### src/rtl/addr_step_pkg.sv
package addr_step_pkg;

    // Operating mode selected on the mode input.
    typedef enum logic {
        MODE_CIRC = 1'b0,
        MODE_BREV = 1'b1
    } step_mode_e;

    // Output control states.
    typedef enum logic {
        ST_IDLE = 1'b0,
        ST_EMIT = 1'b1
    } step_state_e;

    // Default field geometry of the modifier word.
    localparam int unsigned DEF_ADDR_W  = 32;
    localparam int unsigned DEF_SEL_LSB = 24;
    localparam int unsigned DEF_SEL_W   = 4;
    localparam int unsigned DEF_LEN_W   = 17;
    localparam int unsigned DEF_MIN_LEN = 4;

endpackage

### src/rtl/step_window.sv
module step_window #(
    parameter int unsigned ADDR_W  = 32,
    parameter int unsigned SEL_W   = 4,
    parameter int unsigned LEN_W   = 17,
    parameter int unsigned MIN_LEN = 4
) (
    input  logic [SEL_W-1:0]  sel_k,
    input  logic [LEN_W-1:0]  buf_len,
    input  logic [ADDR_W-1:0] cur_ptr,
    input  logic [ADDR_W-1:0] base_reg,
    output logic [ADDR_W-1:0] win_lo,
    output logic [ADDR_W-1:0] win_hi
);
    localparam int unsigned SH_W = SEL_W + 1;

    logic              use_base;
    logic [SH_W-1:0]   sh_amt;
    logic [ADDR_W-1:0] align_mask;
    logic [ADDR_W-1:0] len_ext;
    logic [ADDR_W-1:0] legacy_lo;

    always_comb begin
        len_ext    = ADDR_W'(buf_len);
        use_base   = (sel_k == '0) && (buf_len >= LEN_W'(MIN_LEN));
        sh_amt     = SH_W'(sel_k) + SH_W'(2);
        align_mask = ~({ADDR_W{1'b1}} << sh_amt);
        legacy_lo  = cur_ptr & ~align_mask;
        if (use_base) begin
            win_lo = base_reg;
            win_hi = base_reg + len_ext;
        end else begin
            win_lo = legacy_lo;
            win_hi = legacy_lo | len_ext;
        end
    end
endmodule

### src/rtl/step_wrap.sv
module step_wrap #(
    parameter int unsigned ADDR_W = 32,
    parameter int unsigned LEN_W  = 17
) (
    input  logic [ADDR_W-1:0] cur_ptr,
    input  logic [ADDR_W-1:0] incr,
    input  logic [LEN_W-1:0]  buf_len,
    input  logic [ADDR_W-1:0] win_lo,
    input  logic [ADDR_W-1:0] win_hi,
    output logic [ADDR_W-1:0] next_ptr
);
    logic [ADDR_W-1:0] cand;
    logic [ADDR_W-1:0] len_ext;

    always_comb begin
        len_ext = ADDR_W'(buf_len);
        cand    = cur_ptr + incr;
        if (cand >= win_hi) begin
            next_ptr = cand - len_ext;
        end else if (cand < win_lo) begin
            next_ptr = cand + len_ext;
        end else begin
            next_ptr = cand;
        end
    end
endmodule

### src/rtl/step_bitrev.sv
module step_bitrev #(
    parameter int unsigned ADDR_W = 32,
    parameter int unsigned REV_W  = 16
) (
    input  logic [ADDR_W-1:0] cur_ptr,
    output logic [ADDR_W-1:0] rev_ptr
);
    for (genvar gi = 0; gi < REV_W; gi++) begin : g_mirror
        assign rev_ptr[gi] = cur_ptr[REV_W-1-gi];
    end
    if (ADDR_W > REV_W) begin : g_upper
        assign rev_ptr[ADDR_W-1:REV_W] = cur_ptr[ADDR_W-1:REV_W];
    end
endmodule

### src/rtl/addr_step_unit.sv
module addr_step_unit
    import addr_step_pkg::*;
#(
    parameter int unsigned ADDR_W  = DEF_ADDR_W,
    parameter int unsigned SEL_LSB = DEF_SEL_LSB,
    parameter int unsigned SEL_W   = DEF_SEL_W,
    parameter int unsigned LEN_W   = DEF_LEN_W,
    parameter int unsigned MIN_LEN = DEF_MIN_LEN
) (
    input  logic              clk,
    input  logic              rst_n,
    input  logic              in_valid,
    input  logic              mode,
    input  logic [ADDR_W-1:0] ptr,
    input  logic [ADDR_W-1:0] offset,
    input  logic [ADDR_W-1:0] modifier,
    input  logic [ADDR_W-1:0] circ_base,
    output logic              out_valid,
    output logic [ADDR_W-1:0] out_ptr
);
    localparam int unsigned REV_W = ADDR_W / 2;

    step_state_e       state_q, state_d;
    step_mode_e        mode_sel;
    logic [SEL_W-1:0]  fld_k;
    logic [LEN_W-1:0]  fld_len;
    logic [ADDR_W-1:0] win_lo, win_hi;
    logic [ADDR_W-1:0] circ_next, brev_next, step_next;
    logic [ADDR_W-1:0] ptr_q;

    assign mode_sel = step_mode_e'(mode);
    assign fld_k    = modifier[SEL_LSB +: SEL_W];
    assign fld_len  = modifier[LEN_W-1:0];

    step_window #(
        .ADDR_W(ADDR_W), .SEL_W(SEL_W), .LEN_W(LEN_W), .MIN_LEN(MIN_LEN)
    ) u_window (
        .sel_k(fld_k), .buf_len(fld_len), .cur_ptr(ptr),
        .base_reg(circ_base), .win_lo(win_lo), .win_hi(win_hi)
    );

    step_wrap #(
        .ADDR_W(ADDR_W), .LEN_W(LEN_W)
    ) u_wrap (
        .cur_ptr(ptr), .incr(offset), .buf_len(fld_len),
        .win_lo(win_lo), .win_hi(win_hi), .next_ptr(circ_next)
    );

    step_bitrev #(
        .ADDR_W(ADDR_W), .REV_W(REV_W)
    ) u_brev (
        .cur_ptr(ptr), .rev_ptr(brev_next)
    );

    always_comb begin
        unique case (mode_sel)
            MODE_CIRC: step_next = circ_next;
            MODE_BREV: step_next = brev_next;
            default:   step_next = circ_next;
        endcase
    end

    // Next-state logic: accept or drain.
    always_comb begin
        state_d = state_q;
        unique case (state_q)
            ST_IDLE: state_d = in_valid ? ST_EMIT : ST_IDLE;
            ST_EMIT: state_d = in_valid ? ST_EMIT : ST_IDLE;
            default: state_d = ST_IDLE;
        endcase
    end

    // State register.
    always_ff @(posedge clk or negedge rst_n) begin
        if (!rst_n) begin
            state_q <= ST_IDLE;
        end else begin
            state_q <= state_d;
        end
    end

    // Result register, loaded only on an accepted request.
    always_ff @(posedge clk or negedge rst_n) begin
        if (!rst_n) begin
            ptr_q <= '0;
        end else if (in_valid) begin
            ptr_q <= step_next;
        end
    end

    // Output process.
    always_comb begin
        out_ptr = ptr_q;
        unique case (state_q)
            ST_IDLE: out_valid = 1'b0;
            ST_EMIT: out_valid = 1'b1;
            default: out_valid = 1'b0;
        endcase
    end
endmodule

### config.mk
export PLATFORM = sky130hd
export DESIGN_NAME = addr_step_unit
export DESIGN_NICKNAME = d
export VERILOG_FILES = /design/src/rtl/addr_step_pkg.sv /design/src/rtl/step_window.sv /design/src/rtl/step_wrap.sv /design/src/rtl/step_bitrev.sv /design/src/rtl/addr_step_unit.sv
export SDC_FILE = /design/constraint.sdc
export NUM_CORES = 1
export LEC_CHECK = 0
export BUFFER_PORTS_ARGS = -buffer_cell sky130_fd_sc_hd__clkbuf_2
export CAP_MARGIN = 30
export CORE_MARGIN = 2
export CORE_UTILIZATION = 40
export CTS_CLUSTER_DIAMETER = 150
export DETAILED_ROUTE_END_ITERATION = 8
export PLACE_DENSITY = 0.6
export SYNTH_ARGS = -nofsm -noshare
export SYNTH_HDL_FRONTEND = slang
export SYNTH_SLANG_ARGS = --single-unit
### constraint.sdc
create_clock -name clk -period 0.8 [get_ports clk]
set_input_delay 0.08 -clock clk [delete_from_list [all_inputs] [get_ports clk]]
set_output_delay 0.08 -clock clk [all_outputs]
set_load 0.05 [all_outputs]
==> results.cfg <==
[run_status]
status = complete, but fails checks
violations = setup timing

[cts]
worstSkewPairLatency_ps = 280
numCtsBuffers = 5
ctsLongestPathBuffers = 2
cts.clk_slew.worst_paths_ps = 50
cts.root.buffer_cell = clkbuf_16
h-tree-depth = 2
cts_tree = built
clock-sinks = 33

[setup_path]
path_class = input pin to register
r2r_setup_slack_ps = -130
cp_slowest_stage_delay_ps = 400
worstPathRequired_ps = 950
endpoint_kind = register
r2r-start = out_ptr[6]
start_kind = input pin
critPathArrivalTime_ps = 4780
r2r_end = out_ptr[6]
ff2ff_path_depth = 2
path_buf_inv = 5
crit_slowest_cell = fa_2
critical_path.max_fanout = 7
path_delay_family = compound AO/OA/AOI/OAI gates

[logic_synthesis]
synth_commonest_cells = a21oi_1, ha_1, nor2_1
yosys_warnings = 0
ys_types = 80
seq_area_frac_synth_pct = 9.223
yosysTopAreaCellShare_pct = 20.82
syn_area_sq_mm = 0.008954
yosys.area.top_type = ha_1
ys_seq_elements = 33
ys.flop_type = dfrtp_1
synth_edf_count = 0
synth.area.top_cells = ha_1, dfrtp_1, a21oi_1
post_synth_inst_count = 1243
syn_nets = 1528
synth_area_per_cell_sq_um = 7.203
yosysMostFrequentCell = a21oi_1
synthArstFlopShare_pct = 100.0

[place]
io_buffers = 153
gp_congestion = 0.9923
hpwl_um = 32820
dp.cells = 2065
pre_cts_slack_ps = -4550

[routing]
routed_wl_um = 40940
wl_per_cell_um = 19.08
drtPass1Iterations = 5
viasPerCell = 5.752
final_antenna_net_count = 0
drt_iter0_markers = 913
vias = 12340
drc = 0

[job]
maxCapViolations = 0

[timing]
setup_ws_ps = -3831
post-route-period-util_pct = 578.9
slew_viol_final = 0
fmaxAchievable_mhz = 215.9
slew_headroom_pct = 61.14
period_needed_ps = 4631
tns_ps = -121860
clock-skew-final_ps = 0
setup_viol = 65
rsz0062_at_grt = true
worstMarginPinSlew_ps = 580.3
hold_viol_final = 0

[power_and_ir_drop]
p_leak_nw = 7.613
ir_drop_mv = 1.167
design_power_total_mw = 28.18
p_per_area_mw_per_mm2 = 1818

[die]
dieArea_sq_mm = 0.02360
core_sq_mm = 0.02189
rows = 54
ios = 165
die_h_um = 153.6
fp.dieW_um = 153.6
initial_core_util_pct = 40.90

[finish]
utilization_pct = 70.81
drive_gt1_share_pct = 45.52
syn_to_final_growth_pct = 73.13
final_nets = 2147
finalNonFillerCells = 2146

[global_route]
top_usage_layer = met2
use_met1_pct = 45.53
gr-usage-met3_pct = 3.439
grt_pass1_wl_um = 60170
antenna_found_initial = 3
globalRouteTotalUtil_pct = 31.80
grt_max_degree = 34
grt_pass1_vias = 11420
grtUsageMet2_pct = 51.28
grt_overflow_total = 0

[hold_path]
whs_endpoint = out_ptr[17]
worstHoldPathType = input pin to register
hp-start = ptr[17]
min_path_cells = 3
flip-flops by register name, indices dropped and copies added, names as in the netlist:
name,flops
state_q,1
out_ptr,32
stage by stage:
stage          cell area (sq um)  hold slack (ps)
6_report                   15500            174.2
5_1_grt                    15490            185.7
4_1_cts                    14730            146.9
3_5_place_dp               13510            51.51
3_3_place_gp               13510            52.06
2_1_floorplan               9276           -215.6
layout make-up:
class,count,area (sq um)
Multi-Input combinational cell,1097,8715
Fill cell,1809,6390
Timing Repair Buffer,658,5194
Sequential cell,33,825.8
Tap cell,280,350.3
Inverter,67,251.5
Clock buffer,7,152.6
Antenna cell,3,7.507
Clock inverter,1,5.005
repair_timing:
action                                  4_1_cts  5_1_grt
gates cloned                                  4        1
buffers inserted                             43       24
endpoints found under the hold margin        33        0
hold buffers                                  1        0
resized for setup                           167      148
endpoints found under the setup margin       65       65
pin swaps                                    62       81
cell usage in the layout (no fill, tap or decap), drive strengths merged, types with 5 or more instances in the layout:
cell type  Yosys  routed
a31oi         14      14
or2            4       5
dfrtp         33      33
clkbuf        40     125
o211ai        13      13
or3           11      11
o21a          14      14
a22oi         10      10
nor3          30      30
a21o          39      39
xnor2         30      30
o21ai        101     101
nor2b         12      12
nor2         103     104
ha           149     149
inv           67      67
mux2i         12      12
nand2         94      94
a31o           5       5
nand2b        21      21
o221ai         7       7
o21bai        11      11
and3          29      29
mux2           9       9
a211oi        15      15
nand3         35      35
o22ai          5       5
nor4          16      16
nand4         13      13
a2111oi        6       6
o31ai          8       8
a21boi        10      10
buf            8     539
xor2          31      31
and2           8       8
o311ai         7       7
a21oi        161     161
kinds of logic (layout without fill, tap and decap cells):
kind of cell,after synthesis,after routing,synth area share [%]
compound gates,469,469,34.00
other cells,0,3,0
mux,21,21,2.474
fa+ha+maj,153,153,21.72
buf+inv,115,733,4.849
xor+xnor,61,61,6.051
flops,33,33,9.223
simple gates,391,393,21.69
worst max-delay path by stage:
stage	cells after the start	start	endpoint
floorplan	27	modifier[0]	out_ptr[19]
global placement	28	modifier[0]	out_ptr[11]
detailed placement	28	modifier[0]	out_ptr[11]
CTS	30	circ_base[0]	out_ptr[31]
global route	28	circ_base[0]	out_ptr[29]
finish	28	circ_base[0]	out_ptr[25]
worst register-to-register path: stages (launching register included):
cell and delay, ps:
dfrtp_1 400, buf_4 150, mux2_4 260
power by group:
group | switching (mW) | internal, mW
logic | 12.2 | 11.5
clock network | 0.697 | 1.32
registers | 0.363 | 2.05
routing by layer:
layer,wire length [um],vias up
met5,0,-
met1,18150,5811
met3,3393,75
met2,18400,564
li1,-,5893
met4,999,0
Note: power is estimated with default switching activity, not from simulation.
